File: config.mk
export PLATFORM = sky130hd
export DESIGN_NAME = irq_gateway_bank
export DESIGN_NICKNAME = d
export VERILOG_FILES = /design/src/rtl/irq_gw_pkg.sv /design/src/rtl/irq_id_decode.sv /design/src/rtl/irq_trigger_detect.sv /design/src/rtl/irq_gateway_cell.sv /design/src/rtl/irq_gateway_bank.sv
export SDC_FILE = /design/constraint.sdc
export NUM_CORES = 1
export LEC_CHECK = 0
export BUFFER_PORTS_ARGS = -buffer_cell sky130_fd_sc_hd__buf_2
export CORE_UTILIZATION = 45
export CTS_CLUSTER_DIAMETER = 100
export DETAILED_ROUTE_END_ITERATION = 12
export PLACE_DENSITY = 0.75
export SETUP_SLACK_MARGIN = 0.4
export SYNTH_ARGS = -nofsm -noshare
export SYNTH_HDL_FRONTEND = slang
export SYNTH_SLANG_ARGS = --single-unit
export TNS_END_PERCENT = 5
File: constraint.sdc
create_clock -name clk_i -period 1.2 [get_ports clk_i]
set_clock_uncertainty 0.1 [all_clocks]
set_input_delay 0.06 -clock clk_i [delete_from_list [all_inputs] [get_ports clk_i]]
set_output_delay 0.06 -clock clk_i [all_outputs]
set_load 0.05 [all_outputs]
File: src/rtl/irq_gw_pkg.sv
package irq_gw_pkg;

   // Trigger mode encoding of edge_mode_i bits
   typedef enum logic {
      TRIG_LEVEL = 1'b0,
      TRIG_EDGE  = 1'b1
   } trig_mode_e;

   // Identifier width: values 0..nsrc must fit (0 reserved for "none")
   function automatic int id_width(input int nsrc);
      return $clog2(nsrc + 1);
   endfunction

endpackage

File: src/rtl/irq_id_decode.sv
module irq_id_decode #(
   parameter int NSRC = 8,
   parameter int IDW  = irq_gw_pkg::id_width(NSRC)
) (
   input  logic            clk_i,
   input  logic            rst_ni,
   input  logic            valid_i,
   input  logic [IDW-1:0]  id_i,
   output logic [NSRC-1:0] hit_o
);

   for (genvar g = 0; g < NSRC; g++) begin : g_dec
      localparam logic [IDW-1:0] MyId = IDW'(g + 1);
      assign hit_o[g] = valid_i && (id_i == MyId);
   end

   // At most one source addressed by any event
   assert_single_hit_R8: assert property (@(posedge clk_i) disable iff (!rst_ni)
      $onehot0(hit_o));

   // Reserved or out-of-range identifiers address nothing
   assert_bad_id_ignored_R8: assert property (@(posedge clk_i) disable iff (!rst_ni)
      (valid_i && (int'(id_i) == 0 || int'(id_i) > NSRC)) |-> (hit_o == '0));

endmodule

File: src/rtl/irq_trigger_detect.sv
module irq_trigger_detect (
   input  logic clk_i,
   input  logic rst_ni,
   input  logic src_i,
   input  logic edge_mode_i,
   output logic event_o
);
   import irq_gw_pkg::*;

   logic src_q;

   // Sample tracks the line every cycle, locked or not
   always_ff @(posedge clk_i or negedge rst_ni) begin
      if (!rst_ni) src_q <= 1'b0;
      else         src_q <= src_i;
   end

   always_comb begin
      if (trig_mode_e'(edge_mode_i) == TRIG_EDGE) event_o = src_i && !src_q;
      else                                       event_o = src_i;
   end

   // An edge event can never be reported while the previous sample is high
   assert_edge_needs_low_R2: assert property (@(posedge clk_i) disable iff (!rst_ni)
      (edge_mode_i && event_o) |-> !src_q);

endmodule

File: src/rtl/irq_gateway_cell.sv
module irq_gateway_cell (
   input  logic clk_i,
   input  logic rst_ni,
   input  logic src_i,
   input  logic edge_mode_i,
   input  logic claim_hit_i,
   input  logic complete_hit_i,
   output logic pending_o,
   output logic in_service_o
);

   logic event_w;
   logic locked_w;
   logic take_w;
   logic free_w;
   logic pending_q;
   logic in_service_q;

   irq_trigger_detect u_detect (
      .clk_i       (clk_i),
      .rst_ni      (rst_ni),
      .src_i       (src_i),
      .edge_mode_i (edge_mode_i),
      .event_o     (event_w)
   );

   assign locked_w = pending_q || in_service_q;
   assign take_w   = claim_hit_i && pending_q;
   assign free_w   = complete_hit_i && in_service_q;

   always_ff @(posedge clk_i or negedge rst_ni) begin
      if (!rst_ni) begin
         pending_q    <= 1'b0;
         in_service_q <= 1'b0;
      end else begin
         if (take_w) begin
            pending_q    <= 1'b0;
            in_service_q <= 1'b1;
         end else if (free_w) begin
            in_service_q <= 1'b0;
         end else if (event_w && !locked_w) begin
            pending_q    <= 1'b1;
         end
      end
   end

   assign pending_o    = pending_q;
   assign in_service_o = in_service_q;

   assert_reset_clears_R1: assert property (@(posedge clk_i)
      !rst_ni |=> (!pending_q && !in_service_q));

   assert_claim_moves_R4: assert property (@(posedge clk_i) disable iff (!rst_ni)
      (claim_hit_i && pending_q) |=> (!pending_q && in_service_q));

   assert_claim_idle_ignored_R4: assert property (@(posedge clk_i) disable iff (!rst_ni)
      (claim_hit_i && !pending_q && !in_service_q) |=> !in_service_q);

   assert_no_set_locked_R5: assert property (@(posedge clk_i) disable iff (!rst_ni)
      in_service_q |=> !$rose(pending_q));

   assert_complete_frees_R6: assert property (@(posedge clk_i) disable iff (!rst_ni)
      (complete_hit_i && in_service_q) |=> !in_service_q);

   assert_stray_complete_R8: assert property (@(posedge clk_i) disable iff (!rst_ni)
      (complete_hit_i && !in_service_q) |=> !in_service_q);

   assert_exclusive_R9: assert property (@(posedge clk_i) disable iff (!rst_ni)
      !(pending_q && in_service_q));

endmodule

File: src/rtl/irq_gateway_bank.sv
module irq_gateway_bank #(
   parameter int NSRC = 8,
   parameter int IDW  = irq_gw_pkg::id_width(NSRC)
) (
   input  logic            clk_i,
   input  logic            rst_ni,
   input  logic [NSRC-1:0] src_i,
   input  logic [NSRC-1:0] edge_mode_i,
   input  logic            claim_valid_i,
   input  logic [IDW-1:0]  claim_id_i,
   input  logic            complete_valid_i,
   input  logic [IDW-1:0]  complete_id_i,
   output logic [NSRC-1:0] pending_o,
   output logic [NSRC-1:0] in_service_o
);

   localparam int MinIdw = irq_gw_pkg::id_width(NSRC);

   if (NSRC < 1 || NSRC > 1023) begin : g_bad_nsrc
      $error("NSRC must lie in 1..1023");
   end
   if (IDW < MinIdw) begin : g_bad_idw
      $error("IDW too narrow for NSRC+1 identifiers");
   end

   logic [NSRC-1:0] claim_hit;
   logic [NSRC-1:0] complete_hit;

   irq_id_decode #(.NSRC(NSRC), .IDW(IDW)) u_claim_dec (
      .clk_i   (clk_i),
      .rst_ni  (rst_ni),
      .valid_i (claim_valid_i),
      .id_i    (claim_id_i),
      .hit_o   (claim_hit)
   );

   irq_id_decode #(.NSRC(NSRC), .IDW(IDW)) u_complete_dec (
      .clk_i   (clk_i),
      .rst_ni  (rst_ni),
      .valid_i (complete_valid_i),
      .id_i    (complete_id_i),
      .hit_o   (complete_hit)
   );

   for (genvar g = 0; g < NSRC; g++) begin : g_gw
      irq_gateway_cell u_cell (
         .clk_i          (clk_i),
         .rst_ni         (rst_ni),
         .src_i          (src_i[g]),
         .edge_mode_i    (edge_mode_i[g]),
         .claim_hit_i    (claim_hit[g]),
         .complete_hit_i (complete_hit[g]),
         .pending_o      (pending_o[g]),
         .in_service_o   (in_service_o[g])
      );
   end

   // A claim never raises more than one source into service per cycle
   assert_one_take_R4: assert property (@(posedge clk_i) disable iff (!rst_ni)
      $countones(in_service_o & ~$past(in_service_o)) <= 1);

endmodule

==> results of run 1 <==
report_power, final:
part | total, mW | switching [mW] | internal (mW)
clock network | 0.345 | 0.228 | 0.117
logic | 0.923 | 0.546 | 0.376
registers | 0.998 | 0.0803 | 0.918
total | 2.27 | 0.854 | 1.41
path summary, 6_finish.rpt:
kind	from	end	slack, ns
hold / removal	complete_id_i[3]	g_gw[0].u_cell.in_service_o	-0.06
hold reg to reg	g_gw[6].u_cell.pending_o	g_gw[6].u_cell.pending_o	0.47
setup / recovery	g_gw[3].u_cell.in_service_o	in_service_o[3]	0.12
setup reg to reg	g_gw[2].u_cell.in_service_o	g_gw[2].u_cell.pending_o	0.14
min in group asynchronous	rst_ni	g_gw[4].u_cell.in_service_o	0.14
max in group asynchronous	rst_ni	g_gw[1].u_cell.pending_o	0.51
cells in the mapped netlist (all sizes together):
cell / number / area share
nor3: 1 / 0.0046
o31ai: 2 / 0.014
or3b: 1 / 0.0081
nor2: 1 / 0.0035
nand4: 2 / 0.012
o21ai: 5 / 0.023
and3: 1 / 0.0058
a211oi: 7 / 0.048
nand3b: 1 / 0.0069
buf: 16 / 0.11
nand4b: 1 / 0.0081
nand2b: 2 / 0.012
a31oi: 2 / 0.012
o21a: 7 / 0.048
nand3: 6 / 0.028
nand2: 9 / 0.031
nor2b: 1 / 0.0058
nor3b: 2 / 0.014
o41ai: 1 / 0.0081
and3b: 1 / 0.0081
dfrtp: 24 / 0.55
and2b: 1 / 0.0069
inv: 8 / 0.028
flip-flops by register name (all words and copies together) (netlist names):
register                    flops
g_gw.u_cell.pending_o           8
g_gw.u_cell.u_detect.src_q      8
g_gw.u_cell.in_service_o        8
routing by layer:
layer / share of wire / routed length (um)
met2: 0.51 / 1200
met5: 0 / 0
met3: 0.050 / 119
met1: 0.43 / 1010
met4: 0.017 / 39
timing repair:
action | in CTS | in global routing
endpoints found under the hold margin | 47 | 15
setup buffers | 11 | 1
gates resized for setup | 23 | 3
setup endpoints to repair | 27 | 44
per-stage QoR:
step	cell area, um^2	power, mW
after global routing	1490	2.39
final	1490	2.27
after CTS	1480	2.23
after detailed placement	1210	1.69
after floorplan	1080	1.62
after global placement	1210	1.68
kinds of logic after synthesis:
logic type	after synthesis	synth area share
compound gates	24	0.154
buf+inv	24	0.139
flops	24	0.554
simple gates	30	0.154
area by class of cell:
type	count	area (um^2)	area share
inverters	8	30.0	0.0201
flip-flops and latches	24	601	0.402
well taps	28	35.0	0.0235
clock buffers	3	22.5	0.0151
multi-input cells	54	333	0.223
repair buffers	64	473	0.317
layout by cell type (no fill, tap or decap):
cell,n
and3b_1,1
clkbuf_4,3
nand4b_1,1
dlygate4sd3_1,9
nand3_1,6
nor3b_1,2
and2b_1,1
o21ai_1,2
dfrtp_1,24
buf_6,10
and3_1,1
nor2_1,1
a31oi_1,2
inv_1,8
nand4_1,2
nor3_1,1
o21ai_0,3
buf_2,27
a211oi_1,7
nor2b_1,1
nand3b_1,1
or3b_1,1
buf_4,18
o21a_1,7
o41ai_1,1
o31ai_1,2
nand2_1,9
nand2b_1,2
==> flow_summary.toml, run 1 <==
[clock_network]
clock_path_buffers = 2
clk_latency_ns = 0.31
path_clk_slew_ns = 0.12
root_buffer = "clkbuf_4"
postCtsHoldBufs = 9
h-tree-depth = 1
cts_tree = "built"
cts_sinks = 24
cts_buffers = 3

[timing]
hold_slack_ns = -0.0564
tns_ns = 0
period_needed_ns = 1.08
max-slew-margin-rel = 0.652
period_share = 0.898
setup_viol = 0
worst_slack_ns = 0.123
hold_viol = 14
maxSlewViolCount = 0
rsz0062_at_grt = "true"
fmax_mhz = 928
worst_slew_pin_slew_ns = 0.521

[synthesis]
yosysWarnings = 0
synth-seq-cells = 24
synth_cell_types = 24
avgSynthCellArea_um2 = 10.6
syn_inst = 102
syn-cell-area_um2 = 1080
synth_seq_area_share = 0.554
synth_nets = 130

[drt]
route.detailed.drc = 0
vias_per_cell = 5.04
vias = 913
wl_per_cell_um = 13.1
firstDrtPassIters = 4
drt_iter0_markers = 18
wl_mm = 2.36
ant_nets = 0

[finish]
area_growth_pct = 37.9
diodes = 0
stdcell_count = 181
drive_gt1_frac = 0.379
nNetsFinal = 183
fillerInstances = 191
postLayoutCoreUtil = 0.669

[critical_path]
worst_r2r_path_depth = 3
cpMaxStageDelayCell = "dfrtp_1"
cp-end-kind = "output pin"
cp_max_fo = 3
critPathBufInv = 1
cp.depth = 1
arrival_ns = 0.92
critPathKind = "reg2out"
crit_chain = "buf_6"
startpoint_type = "flop"
slowest_delay_ns = 0.44
critical-path-top-delay-family = "flip-flops"
worstPathRequired_ns = 1.04

[flow_run]
cap_violations = 0

[global_route]
busiest_layer = "met2"
grt_pass1_vias = 938
grt_usage = 0.215
gr-total-overflow = 0
grt_max_degree = 25
grt.met1_usage = 0.271
met2_usage = 0.366
grt_pass1_wl_mm = 4.04
antenna_found_initial = 0
grtUsageMet3 = 0.0357

[floorplan]
dieArea_um2 = 2610
ios = 44
rows = 17
chipHeight_um = 51.1
core_area_um2 = 2230
initial_core_util = 0.485
fp.dieW_um = 51.1

[worst_hold_path]
hold_path.class = "in2reg"
hold_path_depth = 3

[placed_design]
portBuffers = 43
dp_hpwl_mm = 1.65
dp_cells = 157
preCtsSetupSlack_ns = 0.188
place.gp.congestion = 0.820

[power_and_ir_drop]
leakagePower_nw = 0.717
powerDensity_nw_per_um2 = 1520
vdd_drop_max_mv = 1.10

[outcome]
run_status = "finished with violations"
violations = "negative hold slack"
No activity file was read; power rests on OpenSTA's default activity.
==> run 2, diff against run 1 <==
Settings changed: CORE_UTILIZATION 45 to 46, PLACE_DENSITY 0.75 to 0.77.
==> flow_summary.toml, run 2 (synthesis gave the netlist of run 1 again) <==
[critical_path]
arrival_ns = 1.27
startpoint_type = "flop"
critPathKind = "reg2reg"
worstPathRequired_ns = 1.36
cp-end-kind = "flop"
cp_max_fo = 2
r2r_end = "g_gw[2].u_cell.pending_o"
r2r_start = "g_gw[2].u_cell.in_service_o"
r2r_slack_ns = 0.1
worst_r2r_path_depth = 3
startpoint = "g_gw[2].u_cell.in_service_o"

[global_route]
grt_usage = 0.208
grt_max_degree = 25
gr-total-overflow = 0
antenna_found_initial = 0
grt.met1_usage = 0.263
grt_pass1_wl_mm = 3.91
busiest_layer = "met2"
grtUsageMet3 = 0.0303
grt_pass1_vias = 936
met2_usage = 0.333

[clock_network]
cts_buffers = 3
path_clk_slew_ns = 0.12
cts_sinks = 24
root_buffer = "clkbuf_4"
clock_path_buffers = 2
h-tree-depth = 1
clk_latency_ns = 0.31
postCtsHoldBufs = 9
cts_tree = "built"

[power_and_ir_drop]
vdd_drop_max_mv = 0.857
leakagePower_nw = 0.732
powerDensity_nw_per_um2 = 1490

[finish]
area_growth_pct = 42.6
diodes = 0
final_common_cell = "buf_2"
fillerInstances = 167
postLayoutCoreUtil = 0.699
nNetsFinal = 186
layout_common_cells = "buf_2, dfrtp_1, buf_4"
drive_gt1_frac = 0.423

[drt]
wl_per_cell_um = 13.4
route.detailed.drc = 0
vias = 922
firstDrtPassIters = 4
vias_per_cell = 5.01
wl_mm = 2.46
ant_nets = 0
drt_iter0_markers = 10

[outcome]
violations = "negative hold slack"
run_status = "finished with violations"

[timing]
worst_slew_pin_slew_ns = 0.517
setup_viol = 0
maxSlewViolCount = 0
tns_ns = 0
period_needed_ns = 1.10
fmax_mhz = 907
hold_slack_ns = -0.0743
period_share = 0.919
max-slew-margin-rel = 0.656
hold_viol = 15
rsz0062_at_grt = "true"

[flow_run]
cap_violations = 0

[floorplan]
ios = 44
rows = 17
dieArea_um2 = 2550
chipHeight_um = 50.5
core_area_um2 = 2210
fp.dieW_um = 50.5
initial_core_util = 0.490

[worst_hold_path]
hold_path.class = "in2reg"
hold_path_depth = 3
hold_start = "complete_id_i[1]"
min_to = "g_gw[3].u_cell.in_service_o"

[placed_design]
portBuffers = 43
dp_hpwl_mm = 1.63
place.gp.congestion = 0.799
[run 2: cell types whose count changed in the layout (fill, tap and decap cells not counted), sizes merged]
cell and delta:
buf +3
[run 2: what timing repair did]
action | in CTS | in global routing
buffers inserted | 14 | 1
gates cloned | 0 | 0
gates resized for setup | 22 | 9
pin swaps | 0 | 0
endpoints found under the setup margin | 27 | 32
hold endpoints to repair | 46 | 14
[run 2: how the worst max path moves through the flow]
stage | cells past startpoint | to
after CTS | 1 | in_service_o[6]
after global placement | 4 | g_gw[7].u_cell.in_service_o
final | 3 | g_gw[2].u_cell.pending_o
after global routing | 3 | g_gw[2].u_cell.pending_o
after floorplan | 3 | g_gw[6].u_cell.pending_o
after detailed placement | 4 | g_gw[7].u_cell.pending_o
[run 2: routing by layer]
metal | wire length [um] | part of all wire
met1 | 1060 | 0.43
met2 | 1240 | 0.50
met3 | 116 | 0.047
met4 | 46 | 0.019
met5 | 0 | 0
[run 2: stage by stage]
| stage | power (mW) | hold slack, ns | std cells | setup WS (ns) | area [um^2] |
|---|---|---|---|---|---|
| 2_1_floorplan | 1.62 | -0.336 | 102 | 0.341 | 1080 |
| 3_3_place_gp | 1.68 | -0.0388 | 157 | 0.209 | 1210 |
| 3_5_place_dp | 1.69 | -0.0309 | 157 | 0.182 | 1210 |
| 4_1_cts | 2.27 | -0.0754 | 183 | 0.131 | 1490 |
| 5_1_grt | 2.42 | -0.0822 | 184 | 0.0176 | 1550 |
| 6_report | 2.31 | -0.0743 | 184 | 0.0971 | 1550 |
[run 2: area by class of cell]
type	instances	area (um^2)	area share
clock buffers	3	22.5	0.0146
inverters	8	30.0	0.0194
well taps	28	35.0	0.0227
repair buffers	67	492	0.318
multi-input cells	54	365	0.236
flip-flops and latches	24	601	0.389
[run 2: worst max-delay path, cell delays in order (launching register included)]
cell and delay [ns]:
dfrtp_1 0.42, buf_4 0.14, a211oi_1 0.24, o21a_1 0.15
[run 2: power by group]
group	leakage, nW	switching [mW]	internal (mW)
sequential	0.265	0.0751	0.918
clock	0.0138	0.234	0.118
combinational	0.453	0.565	0.395
total	0.732	0.875	1.43
